### src/rtl/lane_aligner.sv
module lane_aligner #(
  parameter bit REG_OUT = 1'b1
) (
  input  logic        clk,
  input  logic        rst_n,
  input  logic        big_end,
  input  logic [1:0]  size,
  input  logic [1:0]  addr_lo,
  input  logic [31:0] st_data,
  input  logic [31:0] ld_bus,
  output logic [3:0]  byte_en,
  output logic [31:0] wr_data,
  output logic [31:0] ld_data,
  output logic        misalign
);
  localparam logic [1:0] SZ_B = 2'd0;
  localparam logic [1:0] SZ_W = 2'd1;
  localparam logic [1:0] SZ_L = 2'd2;

  logic [1:0]  lane;
  logic        upper;
  logic        bad;
  logic [7:0]  b_pick;
  logic [15:0] h_pick;
  logic [3:0]  be_c;
  logic [31:0] wd_c, ld_c;

  assign lane   = addr_lo ^ {2{big_end}};
  assign upper  = addr_lo[1] ^ big_end;
  assign b_pick = ld_bus[{lane, 3'b000} +: 8];
  assign h_pick = upper ? ld_bus[31:16] : ld_bus[15:0];

  assign bad = (size == 2'd3) ||
               (size == SZ_W && addr_lo[0]) ||
               (size == SZ_L && addr_lo != 2'd0);

  always_comb begin
    be_c = 4'h0;
    wd_c = st_data;
    ld_c = ld_bus;
    case (size)
      SZ_B: begin
        be_c = 4'b0001 << lane;
        wd_c = {4{st_data[7:0]}};
        ld_c = {{24{b_pick[7]}}, b_pick};
      end
      SZ_W: begin
        be_c = upper ? 4'b1100 : 4'b0011;
        wd_c = {2{st_data[15:0]}};
        ld_c = {{16{h_pick[15]}}, h_pick};
      end
      default: be_c = 4'hF;
    endcase
    if (bad) begin
      be_c = 4'h0;
      ld_c = 32'h0;
    end
  end

  generate
    if (REG_OUT) begin : g_reg
      always_ff @(posedge clk or negedge rst_n) begin
        if (!rst_n) begin
          byte_en  <= 4'h0;
          wr_data  <= 32'h0;
          ld_data  <= 32'h0;
          misalign <= 1'b0;
        end else begin
          byte_en  <= be_c;
          wr_data  <= wd_c;
          ld_data  <= ld_c;
          misalign <= bad;
        end
      end
    end else begin : g_comb
      assign byte_en  = be_c;
      assign wr_data  = wd_c;
      assign ld_data  = ld_c;
      assign misalign = bad;
    end
  endgenerate
endmodule

### config.mk
export PLATFORM = sky130hd
export DESIGN_NAME = lane_aligner
export DESIGN_NICKNAME = d
export VERILOG_FILES = /design/src/rtl/lane_aligner.sv
export SDC_FILE = /design/constraint.sdc
export NUM_CORES = 1
export LEC_CHECK = 0
export BUFFER_PORTS_ARGS = -buffer_cell sky130_fd_sc_hd__buf_2
export CELL_PAD_IN_SITES_DETAIL_PLACEMENT = 1
export CELL_PAD_IN_SITES_GLOBAL_PLACEMENT = 1
export CORE_ASPECT_RATIO = 1.25
export CORE_UTILIZATION = 35
export CTS_CLUSTER_SIZE = 24
export DETAILED_ROUTE_END_ITERATION = 10
export PLACE_DENSITY = 0.82
export SLEW_MARGIN = 20
export SYNTH_ARGS = -nofsm -noshare
export SYNTH_HDL_FRONTEND = slang
export SYNTH_SLANG_ARGS = --single-unit
export TNS_END_PERCENT = 20
### constraint.sdc
create_clock -name clk -period 0.8 [get_ports clk]
set_clock_uncertainty 0.05 [all_clocks]
set_input_delay 0.16 -clock clk [delete_from_list [all_inputs] [get_ports clk]]
set_output_delay 0.16 -clock clk [all_outputs]
set_load 0.01 [all_outputs]
**Yosys cells after proc, flatten, opt, wreduce, memory -nomap -nowiden**

Index checks and enable logic that the tools add are counted.
Widths: inputs -> output; s select.

- Input bits: 71
- Register bits after elaboration: 69
- Output and inout port bits: 69

- Shift-type cells: 2
- Reductions and logical operators: 6
- Muxes and demuxes: 7
- Equal/unequal tests: 3
- Bitwise gates (word level): 2

Operator list:

| cell | number |
|---|---|
| $pmux 32 s2 | 2 |
| $mux 32 | 1 |
| $shiftx 32x6->8 | 1 |
| $mux 16 | 1 |
| $mux 4 | 2 |
| $pmux 4 s2 | 1 |
| $eq 2x2->1 const B | 2 |
| $shl 1x2->4 const A | 1 |
| $eq 2x1->1 const B | 1 |
| $logic_and 1x1->1 | 2 |
| $logic_not 2->1 | 1 |
| $logic_or 1x1->1 | 2 |
| $reduce_bool 2->1 | 1 |
| $xor 2x2->2 | 1 |
| $xor 1x1->1 | 1 |

**Longest topological paths before layout**

Gate-level depths: netlist of the first run.

- Word-level depth: 5
- Depth in mapped cells: 8

**Worst setup path before layout of the first run**

No wires, ideal clock.

- Path type: input to register
- Start: in big_end
- End: reg ld_data[21]
- Setup time: 0.144 ns
- Path slack: -0.926 ns
- Data required time: 0.606 ns
- Path buffers: 3
- Stages on the path: 7
- Arrival time: 1.532 ns
- Cells stage by stage: buf_2 xor2_4 mux2_1 a222oi_1 buf_4 buf_6 a21oi_2

- Cells in the longest elaborated chain, start to end: 4

Ends and longest elaborated chain:

| element | line | source |
|---|---|---|
| start: declaration | 6 | `input logic big_end,` |
| $xor 2x2->2 or $xor 1x1->1 (tied branches) | 28, 29 |  |
| $shiftx 32x6->8 or $mux 16 (tied branches) | 30, 31 |  |
| $pmux 32 s2 (*) | 41 | `case (size)` |
| $mux 32 (*) | 54 | `if (bad) begin` |
| net ld_c[21] | 26 | `logic [31:0] wd_c, ld_c;` |
| end signal: assignment | 71 | `ld_data <= ld_c;` |
| end: declaration | 13 | `output logic [31:0] ld_data,` |

Mark *: on every way through the listed nets, which the timed path passes. The rest lies on a longest branch.

**Worst setup path after layout of the first run**

- Start: in big_end
- End: reg ld_data[11]

The elaborated chain is that of the path after synthesis.

==> impl_results.md, run 1 <==
- #FFs+latches synth: 69
- Max Clk Rate: 760.8 MHz
- Clock slew at reported path FFs: 0.08 ns
- Layout net count: 566
- Synth cell types: 41
- Clock root cell: clkbuf_8
- GPL Wtd Cong: 0.9769
- Drt wl/cell: 21.63 um
- Static leakage: 0.002641 uW
- Area Overhead vs Synth: 65.28%
- Worst Path Required: 1.01 ns
- Clock Tree Buf Depth: 2
- Die height: 108.4 um
- Layout cell share with drive strength beyond 1: 0.5780
- Initial antenna violation count: 1
- Number of vias in the routed layout: 3,239
- Post-synthesis compound-gate area fraction: 0.1994
- Maximum capacitance violations: 0
- Synth Area in XOR/XNOR: 0.01422
- Tot Pwr: 9988 uW
- Synth Warn #: 0
- Crit path time final: 1.314 ns
- Syn avg cell area: 10.81 um^2
- Sequential share of the synthesized area: 0.5450
- Count of pins over their slew limit: 0
- Post-synthesis mux area share: 0.09518
- Final cell count without fillers: 621
- Vias in the first global route: 3,377
- Die W: 87.10 um
- Initial detailed-routing violation count: 168
- Unrepaired setup endpoints after global routing: true
- DR vias/cell: 5.216
- Simple logic cell fraction of the synthesized area: 0.07504
- Slew HR: 0.7289
- Total Neg Setup Slack: -34.06 ns
- Hold Slack: -0.01851 ns
- Gate Count Post-Synth: 293
- Peak supply drop: 0.001247 V
- DP Cell Count: 580
- Fin crit share: 1.643
- Failing checks: hold timing, setup timing
- Largest net degree at the start of global routing: 45
- First-pass GRT wire length: 17.69 mm
- Status: finished, violations left
- Num rows: 38
- Pwr dens: 1907 mW/mm^2
- Crit start category: primary input
- Final WL: 13.43 mm
- CTS tree: built
- Worst slew pin tran: 0.4038 ns
- Cts hold-fix bufs: 15
- Detail Route Antenna Nets: 0
- First-pass iteration count of the detailed router: 4
- Core area: 0.008748 mm^2
- Area share of fa/ha/maj cells after synthesis: 0
- Final worst setup slack: -0.5144 ns
- CP Class: in -> reg
- Final Hold Fails: 6
- Total GRT Usage: 0.2551
- Die area: 0.009438 mm^2
- Crit path capture type: register
- Number of port buffers: 139
- Ports: 140
- Final Setup Violations: 109
- HP Class: in -> reg
- Initial core utilization: 0.3621
- Peak fanout along the critical path: 7
- Netlist Area Pre-Place: 0.003168 mm^2
- H-tree Lvls: 3
- GR Overflow Total: 0
- Clock Sinks: 69
- DR DRC count: 0
- Syn nets: 364
- Largest family of logic cells by synthesized area: compound AO/OA/AOI/OAI gates
- Dpl hpwl: 7.508 mm
- Num CTS Buffers: 9
- Data arrival, critical path: 1.52 ns
[through the flow]
stage / worst slack [ns] / util / area (um^2)
after global placement: -0.9587 / 0.4977 / 4354
after CTS: -0.4469 / 0.5737 / 5019
after floorplan: -0.8643 / - / 3186
after detailed placement: -1.039 / 0.4977 / 4354
final: -0.5144 / 0.5985 / 5236
after global routing: -0.5447 / 0.5985 / 5236
[repair_timing]
action | 4_1_cts | 5_1_grt
endpoints found under the setup margin | 123 | 119
cloned | 0 | 1
buffers inserted | 5 | 5
endpoints found under the hold margin | 96 | 9
pin swaps | 11 | 5
gates resized for setup | 58 | 40
[final cells by class]
class	instances	area [um^2]
Fill cell	991	3512
Sequential cell	69	1727
Timing Repair Buffer	213	1518
Multi-Input combinational cell	169	1458
Clock buffer	11	151.4
Tap cell	120	150.1
Inverter	33	123.9
Clock inverter	5	106.4
Antenna cell	1	2.502
[state kept, by name, summed over array words and instances, names as in the netlist]
| signal | flops |
|---|---|
| misalign | 1 |
| wr_data | 32 |
| ld_data | 32 |
| byte_en | 4 |
[cell families after synthesis]
group / Yosys count
buffers and inverters: 55
AO/OA/AOI/OAI: 89
multiplexers: 28
AND/OR/NAND/NOR: 49
flip-flops: 69
XOR/XNOR: 3
[layout by cell type (no fill, tap or decap), types with 4 or more instances in the layout]
master and count:
buf_4 41, nand2_1 25, a21oi_2 20, buf_6 19, o21ai_1 4, o221ai_2 4
o21ai_0 20, mux2i_1 10, inv_1 33, dlygate4sd3_1 15, buf_12 7, buf_2 126
mux2_2 8, a221oi_2 12, a21oi_1 9, clkbuf_8 11, dfrtp_1 69, mux2_4 9
buf_8 5
[cell usage after synthesis, drive strengths merged]
library cell	count	area, um^2
a211oi	1	7.510
a21oi	30	187.7
a221o	1	11.26
a221oi	14	166.4
a222oi	1	10.01
a22oi	1	7.510
a31oi	2	12.51
a32o	1	10.01
and2	1	6.260
and2b	1	7.510
buf	9	52.55
clkbuf	13	48.80
dfrtp	69	1727
inv	33	123.9
mux2	17	191.4
mux2i	11	110.1
nand2	27	101.4
nand2b	1	6.260
nand3	1	5.000
nand3b	1	7.510
nor2	6	22.52
nor2b	2	12.51
nor3	3	20.02
nor3b	1	7.510
o211ai	1	7.510
o21ai	28	140.1
o221ai	6	52.55
o22ai	3	18.77
or2	2	12.51
or3b	1	8.760
or4b	2	20.02
xnor2	2	17.52
xor2	1	27.53
[worst max-delay path, cell delays in order]
cell,delay [ns]
buf_8,0.11
buf_12,0.12
xnor2_1,0.34
nor3_2,0.11
a221o_2,0.46
a221oi_2,0.22
[final timing paths]
kind                                to         from  cells after the start
min in group asynchronous  wr_data[20]        rst_n                      2
hold / removal             wr_data[23]  st_data[23]                      2
setup / recovery           ld_data[11]      big_end                      6
max in group asynchronous  ld_data[11]        rst_n                      3
[metal layers]
layer  up-vias  track usage  wire (um)
li1       1424            -          -
met1      1616       0.2910       4892
met2       157       0.4415       7159
met3        42      0.05802        799
met4         0       0.1358        582
met5         -            0          0
[report_power, final]
group / internal (uW) / leakage (uW) / switching [uW]
combinational: 1110 / 0.00166 / 1310
sequential: 3770 / 0.000859 / 98.1
clock: 2250 / 0.000126 / 1440
Note: power is estimated with default switching activity, not from simulation.
==> inputs of run 2 (changes only) <==
--- a/config.mk
+++ b/config.mk
@@ -13,6 +13,7 @@
 export CTS_CLUSTER_SIZE = 24
 export DETAILED_ROUTE_END_ITERATION = 10
 export PLACE_DENSITY = 0.82
+export RECOVER_POWER = 50
 export SLEW_MARGIN = 20
 export SYNTH_ARGS = -nofsm -noshare
 export SYNTH_HDL_FRONTEND = slang
==> impl_results.md, run 2 (synthesized netlist as in run 1, its figures left out) <==
- Die height: 108.4 um (unchanged)
- Die W: 87.10 um (unchanged)
- First-pass GRT wire length: 17.69 mm (unchanged)
- Crit path capture type: register
- Count of pins over their slew limit: 0 (unchanged)
- Ports: 140 (unchanged)
- Core area: 0.008748 mm^2 (unchanged)
- Critical-path top delay cell: mux2_4
- Final Setup Violations: 110 (+0.92%)
- Largest registers: ld_data (32), wr_data (32), byte_en (4)
- Final Hold Fails: 7 (+1)
- DR DRC count: 0 (unchanged)
- Vias in the first global route: 3,377 (unchanged)
- Initial antenna violation count: 0 (-1)
- Clock slew at reported path FFs: 0.08 ns (about the same)
- Fin crit share: 1.644 (about the same)
- GPL Wtd Cong: 0.9769 (unchanged)
- DP Cell Count: 580 (unchanged)
- Layout net count: 566 (unchanged)
- Unrepaired setup endpoints after global routing: true
- Status: finished, violations left
- H-tree Lvls: 3 (unchanged)
- Max Clk Rate: 760.2 MHz (about the same)
- Dpl hpwl: 7.508 mm (unchanged)
- Leading cell type in the layout, fill and taps excluded: buf_2
- Crit path time final: 1.315 ns (+0.001039 ns)
- Clock Tree Buf Depth: 2 (unchanged)
- Initial detailed-routing violation count: 161 (-4.2%)
- Detail Route Antenna Nets: 0 (unchanged)
- Crit start category: primary input
- Drt wl/cell: 21.51 um (-0.56%)
- Clock Sinks: 69 (unchanged)
- Num rows: 38 (unchanged)
- Static leakage: 0.002613 uW (-1.1%)
- Peak supply drop: 0.001257 V (+0.81%)
- Total GRT Usage: 0.2551 (unchanged)
- Initial core utilization: 0.3621 (unchanged)
- Number of vias in the routed layout: 3,239 (unchanged)
- Most frequent cells in the layout: 117 x buf_2, 69 x dfrtp_1, 41 x buf_4
- Worst Path Required: 0.99 ns (-0.02 ns)
- HP Class: in -> reg
- Maximum capacitance violations: 0 (unchanged)
- Cts hold-fix bufs: 15 (unchanged)
- Largest net degree at the start of global routing: 45 (unchanged)
- Critical Path Max Stage Delay: 0.34 ns (-0.12 ns)
- Failing checks: hold timing, setup timing
- Total Neg Setup Slack: -33.82 ns (+0.2352 ns)
- Inserted Diodes: 0 (-1)
- Slew HR: 0.7250 (-0.003931)
- Layout cell share with drive strength beyond 1: 0.5600 (-0.01800)
- Die area: 0.009438 mm^2 (unchanged)
- Peak fanout along the critical path: 10 (+3)
- GR Overflow Total: 0 (unchanged)
- Final worst setup slack: -0.5154 ns (-0.001039 ns)
- Area Overhead vs Synth: 64.57%
- CTS tree: built
- Worst slew pin tran: 0.4126 ns (+0.008797 ns)
- DR vias/cell: 5.224 (+0.16%)
- First-pass iteration count of the detailed router: 4 (unchanged)
- Clock root cell: clkbuf_8
- Hold Slack: -0.02134 ns (-0.002826 ns)
- Number of port buffers: 139 (unchanged)
- CP Class: in -> reg
- Data arrival, critical path: 1.50 ns (-0.02 ns)
- Pwr dens: 1911 mW/mm^2 (+0.20%)
- Crit path cell chain: buf_8 -> xor2_4 -> mux2_4 -> a222oi_1 -> buf_4 -> a21oi_2
- Num CTS Buffers: 9 (unchanged)
- Final WL: 13.34 mm (-0.72%)
- Final cell count without fillers: 620 (-0.16%)
-- run 2: changes by cell type in the layout (fill, tap and decap cells not counted) --
cell and change:
buf_2 -9, clkbuf_1 +9, buf_12 -1, buf_6 +1, diode_2 -1
-- run 2: repair_timing --
item                                   CTS  global route
endpoints found under the hold margin   96             9
setup endpoints to repair              123           119
gates resized for setup                 58            40
pin swaps                               11             5
cloned                                   0             1
buffers inserted                         5             5
-- run 2: layout make-up --
class | instances | area, um^2
Fill cell | 991 | 3535
Sequential cell | 69 | 1727
Timing Repair Buffer | 213 | 1498
Multi-Input combinational cell | 169 | 1458
Clock buffer | 11 | 151.4
Tap cell | 120 | 150.1
Inverter | 33 | 123.9
Clock inverter | 5 | 106.4
-- run 2: routing by layer --
metal | vias to the layer above | GRT usage | part of all wire
met3 | 52 | 0.05802 | 0.050
li1 | 1424 | - | -
met2 | 154 | 0.4415 | 0.53
met4 | 0 | 0.1358 | 0.049
met5 | - | 0 | 0
met1 | 1609 | 0.2910 | 0.37
-- run 2: final timing paths --
kind | startpoint | to | slack (ns) | cells after the start
setup / recovery | addr_lo[1] | ld_data[26] | -0.52 | 6
hold / removal | st_data[23] | wr_data[23] | -0.02 | 2
max in group asynchronous | rst_n | ld_data[11] | 0.01 | 3
min in group asynchronous | rst_n | wr_data[20] | 0.16 | 2
-- run 2: power breakdown --
part           leakage, uW  internal [uW]  switching (uW)
logic              0.00163           1100            1310
registers         0.000859           3770            98.9
clock network     0.000126           2250            1440
total              0.00261           7120            2850
-- run 2: critical path: cells and delay by family --
kind                      cells  cell delay (ns)
AOI/OAI and AO/OA             2             0.37
muxes                         1             0.34
xor gates and xnor gates      1             0.19
buffers and inverters         2             0.43
-- run 2: stage by stage --
step,total power (uW),hold slack [ns],utilization,instance area (um^2),setup slack [ns]
5_1_grt,10260,-0.02424,0.5960,5214,-0.5416
3_3_place_gp,5724,-0.07035,0.4977,4354,-0.9587
4_1_cts,9688,-0.03517,0.5737,5019,-0.4469
6_report,9966,-0.02134,0.5960,5214,-0.5154
3_5_place_dp,5801,-0.06285,0.4977,4354,-1.039
2_1_floorplan,4821,-0.1856,-,3186,-0.8643
